--- src/rtl/zi_pkg.sv ---
package zi_pkg;

   typedef enum logic [1:0] {
      OP_ALU = 2'b00,
      OP_SUB = 2'b01,
      OP_XOR = 2'b10,
      OP_NOP = 2'b11
   } zi_op_e;

   typedef struct packed {
      logic alloc;   // writes a destination, takes a tag
      logic zero;    // zeroing idiom
      logic elim;    // completes at rename
   } zi_cls_t;

endpackage

--- src/rtl/zi_detect.sv ---
module zi_detect
   import zi_pkg::*;
#(
   parameter int AW     = 4,
   parameter bit XOR_EN = 1'b1
)(
   input  logic          vld,
   input  logic [1:0]    op,
   input  logic [AW-1:0] src_a,
   input  logic [AW-1:0] src_b,
   output zi_cls_t       cls
);
   logic same_src;
   logic zop;
   logic is_nop;

   assign same_src = (src_a == src_b);
   assign is_nop   = (op == OP_NOP);

   generate
      if (XOR_EN) begin : g_sub_xor
         assign zop = (op == OP_SUB) || (op == OP_XOR);
      end else begin : g_sub_only
         assign zop = (op == OP_SUB);
      end
   endgenerate

   always_comb begin
      cls.zero  = vld && zop && same_src;
      cls.alloc = vld && !is_nop;
      cls.elim  = vld && ((zop && same_src) || is_nop);
   end
endmodule

--- src/rtl/zi_alloc.sv ---
module zi_alloc #(
   parameter int LANES = 4,
   parameter int PW    = 6,
   parameter int CW    = 3
)(
   input  logic                clk,
   input  logic                rst,
   input  logic [LANES-1:0]    alloc,
   input  logic [CW-1:0]       fl_avail,
   input  logic [PW*LANES-1:0] fl_tags,
   output logic [PW*LANES-1:0] lane_tag,
   output logic [CW-1:0]       need,
   output logic                stall
);
   logic [CW-1:0] cnt;

   always_comb begin
      cnt      = '0;
      lane_tag = '0;
      for (int i = 0; i < LANES; i++) begin
         if (alloc[i]) begin
            lane_tag[i*PW +: PW] = fl_tags[int'(cnt)*PW +: PW];
            cnt = cnt + CW'(1);
         end
      end
      need  = cnt;
      stall = (cnt > fl_avail);
   end


   need_bound_chk: assert property (@(posedge clk) disable iff (rst)
      int'(need) <= LANES);


   need_count_chk: assert property (@(posedge clk) disable iff (rst)
      int'(need) == $countones(alloc));
endmodule

--- src/rtl/zi_maptable.sv ---
module zi_maptable #(
   parameter int LANES     = 4,
   parameter int ARCH_REGS = 16,
   parameter int PHYS_REGS = 64,
   parameter int AW        = $clog2(ARCH_REGS),
   parameter int PW        = $clog2(PHYS_REGS)
)(
   input  logic                clk,
   input  logic                rst,
   input  logic [LANES-1:0]    we,
   input  logic [AW*LANES-1:0] dst,
   input  logic [PW*LANES-1:0] new_tag,
   input  logic [AW*LANES-1:0] src_a,
   input  logic [AW*LANES-1:0] src_b,
   output logic [PW*LANES-1:0] tag_a,
   output logic [PW*LANES-1:0] tag_b
);
   logic [PW-1:0]           map_q [ARCH_REGS];
   logic [PW*ARCH_REGS-1:0] map_flat;

   always_comb begin
      for (int r = 0; r < ARCH_REGS; r++) map_flat[r*PW +: PW] = map_q[r];
   end

   // lookup with forwarding from earlier lanes of the same group
   always_comb begin
      for (int i = 0; i < LANES; i++) begin
         tag_a[i*PW +: PW] = map_q[src_a[i*AW +: AW]];
         tag_b[i*PW +: PW] = map_q[src_b[i*AW +: AW]];
         for (int j = 0; j < i; j++) begin
            if (we[j] && dst[j*AW +: AW] == src_a[i*AW +: AW])
               tag_a[i*PW +: PW] = new_tag[j*PW +: PW];
            if (we[j] && dst[j*AW +: AW] == src_b[i*AW +: AW])
               tag_b[i*PW +: PW] = new_tag[j*PW +: PW];
         end
      end
   end

   always_ff @(posedge clk) begin
      if (rst) begin
         for (int r = 0; r < ARCH_REGS; r++) map_q[r] <= PW'(r);
      end else begin
         for (int i = 0; i < LANES; i++) begin
            if (we[i]) map_q[dst[i*AW +: AW]] <= new_tag[i*PW +: PW];
         end
      end
   end


   map_hold_chk: assert property (@(posedge clk) disable iff (rst)
      (we == '0) |=> $stable(map_flat));
endmodule

--- src/rtl/zidiom_rename.sv ---
module zidiom_rename
   import zi_pkg::*;
#(
   parameter int LANES       = 4,
   parameter int ARCH_REGS   = 16,
   parameter int PHYS_REGS   = 64,
   parameter bit XOR_IS_ZERO = 1'b1,
   localparam int AW = $clog2(ARCH_REGS),
   localparam int PW = $clog2(PHYS_REGS),
   localparam int CW = $clog2(LANES + 1)
)(
   input  logic                clk,
   input  logic                rst,
   input  logic [LANES-1:0]    in_valid,
   input  logic [2*LANES-1:0]  in_op,
   input  logic [AW*LANES-1:0] in_src_a,
   input  logic [AW*LANES-1:0] in_src_b,
   input  logic [AW*LANES-1:0] in_dst,
   input  logic [CW-1:0]       fl_avail,
   input  logic [PW*LANES-1:0] fl_tags,
   output logic [CW-1:0]       fl_pop,
   output logic                grp_stall,
   output logic [LANES-1:0]    dispatch_valid,
   output logic [LANES-1:0]    complete_valid,
   output logic [PW*LANES-1:0] out_src_a_tag,
   output logic [PW*LANES-1:0] out_src_b_tag,
   output logic [PW*LANES-1:0] out_dst_tag,
   output logic [LANES-1:0]    out_dst_zero_rdy
);
   generate
      if (LANES < 1 || LANES > 8) begin : g_bad_lanes
         $error("zidiom_rename: LANES must be 1..8");
      end
      if ((1 << AW) != ARCH_REGS) begin : g_bad_arch
         $error("zidiom_rename: ARCH_REGS must be a power of two");
      end
      if (PHYS_REGS <= ARCH_REGS) begin : g_bad_phys
         $error("zidiom_rename: PHYS_REGS must exceed ARCH_REGS");
      end
   endgenerate

   zi_cls_t             cls [LANES];
   logic [LANES-1:0]    alloc_v;
   logic [LANES-1:0]    zero_v;
   logic [LANES-1:0]    elim_v;
   logic [LANES-1:0]    map_we;
   logic [PW*LANES-1:0] lane_tag;
   logic [CW-1:0]       need;
   logic                stall;

   genvar g;
   generate
      for (g = 0; g < LANES; g++) begin : g_lane
         zi_detect #(.AW(AW), .XOR_EN(XOR_IS_ZERO)) u_det (
            .vld   (in_valid[g]),
            .op    (in_op[g*2 +: 2]),
            .src_a (in_src_a[g*AW +: AW]),
            .src_b (in_src_b[g*AW +: AW]),
            .cls   (cls[g])
         );
         assign alloc_v[g] = cls[g].alloc;
         assign zero_v[g]  = cls[g].zero;
         assign elim_v[g]  = cls[g].elim;
      end
   endgenerate

   zi_alloc #(.LANES(LANES), .PW(PW), .CW(CW)) u_alloc (
      .clk      (clk),
      .rst      (rst),
      .alloc    (alloc_v),
      .fl_avail (fl_avail),
      .fl_tags  (fl_tags),
      .lane_tag (lane_tag),
      .need     (need),
      .stall    (stall)
   );

   assign map_we = alloc_v & {LANES{!stall}};

   zi_maptable #(.LANES(LANES), .ARCH_REGS(ARCH_REGS), .PHYS_REGS(PHYS_REGS),
                 .AW(AW), .PW(PW)) u_map (
      .clk     (clk),
      .rst     (rst),
      .we      (map_we),
      .dst     (in_dst),
      .new_tag (lane_tag),
      .src_a   (in_src_a),
      .src_b   (in_src_b),
      .tag_a   (out_src_a_tag),
      .tag_b   (out_src_b_tag)
   );

   always_comb begin
      grp_stall        = stall;
      fl_pop           = stall ? '0 : need;
      dispatch_valid   = in_valid & ~elim_v & {LANES{!stall}};
      complete_valid   = elim_v & {LANES{!stall}};
      out_dst_zero_rdy = zero_v & {LANES{!stall}};
      for (int i = 0; i < LANES; i++) begin
         out_dst_tag[i*PW +: PW] = alloc_v[i] ? lane_tag[i*PW +: PW] : '0;
      end
   end


   stall_quiet_chk: assert property (@(posedge clk) disable iff (rst)
      grp_stall |-> (dispatch_valid == '0 && complete_valid == '0 && fl_pop == '0));


   pop_bound_chk: assert property (@(posedge clk) disable iff (rst)
      fl_pop <= fl_avail);


   excl_route_chk: assert property (@(posedge clk) disable iff (rst)
      (dispatch_valid & complete_valid) == '0);


   zero_done_chk: assert property (@(posedge clk) disable iff (rst)
      (out_dst_zero_rdy & ~complete_valid) == '0);


   idle_lane_chk: assert property (@(posedge clk) disable iff (rst)
      ((dispatch_valid | complete_valid) & ~in_valid) == '0);
endmodule

--- config.mk ---
export PLATFORM = sky130hd
export DESIGN_NAME = zidiom_rename
export DESIGN_NICKNAME = d
export VERILOG_FILES = /design/src/rtl/zi_pkg.sv /design/src/rtl/zi_detect.sv /design/src/rtl/zi_alloc.sv /design/src/rtl/zi_maptable.sv /design/src/rtl/zidiom_rename.sv
export SDC_FILE = /design/constraint.sdc
export NUM_CORES = 1
export LEC_CHECK = 0
export BUFFER_PORTS_ARGS = -buffer_cell sky130_fd_sc_hd__buf_2
export CORE_MARGIN = 1.5
export CORE_UTILIZATION = 23
export CTS_CLUSTER_SIZE = 12
export DETAILED_ROUTE_END_ITERATION = 8
export GPL_TIMING_DRIVEN = 0
export SLEW_MARGIN = 0
export SYNTH_ARGS = -nofsm -noshare
export SYNTH_HDL_FRONTEND = slang
export SYNTH_SLANG_ARGS = --single-unit
--- constraint.sdc ---
create_clock -name clk -period 11.7 [get_ports clk]
set_input_delay 3.51 -clock clk [delete_from_list [all_inputs] [get_ports clk]]
set_output_delay 3.51 -clock clk [all_outputs]
set_load 0.01 [all_outputs]
==> flow_summary.json <==
{
  "status": "completed",
  "min_period_ns": 11.43,
  "utilization": 0.269,
  "maxCapViolations": 0,
  "ant_nets": 0,
  "core.rowCount": 93,
  "synth_ff_type": "edfxtp_1",
  "ys_ff_latch": 96,
  "synth-async-reset-ratio": 0,
  "drtIter0Drc": 2674,
  "gr-usage-all-layers": 0.270,
  "htreeDepth": 3,
  "worstPathMaxFanout": 10,
  "crit_path_end_kind": "output pin",
  "yosysSeqAreaShare": 0.190,
  "grt_max_degree": 17,
  "wl_per_cell_um": 38.1,
  "drive_above_1_share": 0.339,
  "cts-root-buf": "clkbuf_16",
  "tightest_slew_ns": 1.36,
  "yosysWarnings": 0,
  "avgSynthCellArea_um2": 10.6,
  "crit_type": "in -> out",
  "syn-cell-area_mm2": 0.0151,
  "critical_path_arrival_ns": 7.92,
  "antenna_found_initial": 4,
  "io_buffers": 143,
  "vias": 16199,
  "cts_tree": "built",
  "fin_nets": 1684,
  "grt_pass1_wl_um": 126000,
  "max_flop_register": "u_map.map_q",
  "max-slew-margin-rel": 0.0892,
  "die_x_um": 260,
  "top_regs": "u_map.map_q (96)",
  "drt_wl_total_um": 93100,
  "dpl_worst_slack_ns": -0.808,
  "design.die.area_mm2": 0.0674,
  "rsz0062_at_grt": "no",
  "area_growth_pct": 15.0,
  "synth_top_area_share": 0.330,
  "gp_congestion": 1.04,
  "placed_cells": 2426,
  "final_cells": 2445,
  "final_hold_viol_count": 0,
  "synth-edff-count": 96,
  "synth_cells": 1425,
  "period_share": 0.977,
  "first_global_vias": 15242,
  "power.leakage_nw": 5.99,
  "firstDrtPassIters": 6,
  "layout_setup_ws_ns": 0.269,
  "ioPinCount": 177,
  "clockBufferDepth": 2,
  "worstPathRequired_ns": 8.19,
  "drc": 0,
  "die_h_um": 260,
  "overflow": 0,
  "final_max_slew_viol_count": 0,
  "ir_worst_vdd_mv": 0.0646,
  "max_freq_mhz": 87.5,
  "cts_sinks": 96,
  "ys_top_cells_by_area": "mux4_2 33%, edfxtp_1 19%, mux2i_1 4.8%",
  "hold_class": "in -> reg",
  "powerDensity_mw_per_mm2": 92.6,
  "dpl.hpwl_um": 71300,
  "via_per_inst": 6.63,
  "cp-start-kind": "input pin",
  "syn-num-nets": 1525,
  "numCtsBuffers": 9,
  "setup_violations": 0,
  "core_mm2": 0.0648,
  "largest_reg_flops": 96,
  "path_clk_slew_ns": 0.07,
  "start_util": 0.234,
  "synth.distinct_cells": 84,
  "yosysTopAreaCell": "mux4_2",
  "hold_slack_ns": 3.89,
  "setup_tns_ns": 0
}
report_power, final:
| part | switching (mW) | internal, mW | total (mW) | leakage (nW) |
|---|---|---|---|---|
| Combinational | 0.437 | 0.310 | 0.747 | 4.89 |
| Sequential | 0.129 | 0.410 | 0.539 | 0.934 |
| Clock | 0.120 | 0.209 | 0.329 | 0.168 |
layout by cell type (no fill, tap or decap), drive strengths merged, types with 4 or more instances in the layout:
master   Yosys  final
a2111oi      6      6
a211o        7      7
a211oi      23     23
a21oi       71     71
a221o        6      6
a221oi      42     42
a22o         5      5
a22oi       11     11
a31oi        9      9
a32oi        5      5
and2        17     17
and3        18     18
buf         98    245
clkbuf      59     69
clkinv       7      9
edfxtp      96     96
ha          11     11
inv         26     28
mux2        27     27
mux2i       74     74
mux4       225    225
nand2       85     85
nand2b       5      5
nand3       41     41
nand4       12     12
nor2        84     84
nor2b       21     21
nor3        32     32
nor3b        9      9
nor4        13     13
o211a        4      4
o211ai      10     10
o21ai       63     63
o221ai      15     15
o22a        17     17
o22ai       66     66
o31ai        7      7
xnor2       34     34
xor2        33     33
area by class of cell:
| type | instances | area, µm² |
|---|---|---|
| Timing Repair Buffer | 148 | 751 |
| Tap cell | 855 | 1070 |
| Buffer | 157 | 798 |
| Sequential cell | 96 | 2880 |
| Fill cell | 6817 | 47400 |
| Clock inverter | 7 | 116 |
| Inverter | 33 | 129 |
| Clock buffer | 9 | 225 |
| Multi-Input combinational cell | 1139 | 11500 |
| Antenna cell | 1 | 2.50 |
synthesized netlist by cell type, types with 4 or more instances:
master,count
nor2b_1,20
o22ai_1,66
a211oi_1,23
a32oi_1,5
and2_1,16
a21oi_1,68
o211ai_1,10
a211o_1,7
o211a_1,4
nor2_1,80
nor3_1,29
edfxtp_1,96
a221oi_1,42
mux4_2,222
buf_1,21
a22oi_1,11
nand2_1,83
nand3_1,41
buf_6,11
xor2_1,33
a31oi_1,8
o21ai_0,58
o22a_1,16
buf_2,54
xnor2_1,33
inv_1,21
clkinv_1,7
mux2i_1,73
o221ai_1,15
nor3b_1,8
buf_4,12
clkbuf_1,59
a2111oi_0,4
nand4_1,12
ha_1,11
nor2_2,4
a221o_1,6
o31ai_1,7
nor4_1,11
a22o_1,5
mux2_2,26
nand2b_1,4
and3_1,18
path summary, 6_finish.rpt:
check,endpoint,depth (start not counted),start,slack (ns)
hold / removal,u_map.map_q[4][2],4,in_dst[15],3.89
setup / recovery,out_src_b_tag[17],19,in_op[2],0.27
critical path, cell delays in order:
cell	delay (ns)
buf_2	0.10
ha_2	0.29
nand2b_2	0.29
ha_1	0.31
buf_2	0.23
xnor2_4	0.28
buf_6	0.21
inv_1	0.06
ha_1	0.28
nor2_1	0.10
nor2_1	0.08
ha_1	0.32
a211o_1	0.39
nand2_4	0.23
buf_6	0.27
nand2_1	0.22
nor2_4	0.28
mux2i_1	0.26
buf_2	0.17
stage by stage:
stage                     cell area [µm²]  power (mW)
after floorplan                     15100       0.912
after global placement              16900        1.24
after detailed placement            17000        1.25
after CTS                           17300        1.58
after global routing                17400        1.65
final                               17400        1.61
layer usage:
| metal | global-route usage | share of wire | wire length (µm) | up-vias |
|---|---|---|---|---|
| li1 | - | - | - | 6198 |
| met3 | 0.0686 | 0.12 | 11500 | 322 |
| met4 | 0.144 | 0.066 | 6130 | 0 |
| met5 | 0 | 0 | 0 | - |
| met2 | 0.401 | 0.42 | 39400 | 1561 |
| met1 | 0.358 | 0.39 | 36100 | 8118 |
logic make-up after synthesis:
| logic type | count (synthesis) | synth area share |
|---|---|---|
| mux | 326 | 0.405 |
| xor+xnor | 67 | 0.0400 |
| simple gates | 358 | 0.123 |
| flops | 96 | 0.190 |
| buf+inv | 190 | 0.0603 |
| compound gates | 377 | 0.172 |
| fa+ha+maj | 11 | 0.00908 |
timing repair:
item,in CTS,in global routing
buffers inserted,0,2
resized for setup,13,13
endpoints found under the setup margin,50,47
endpoints found under the hold margin,0,0
hold buffers,0,0
pin swaps,0,2
Note: power is estimated with default switching activity, not from simulation.
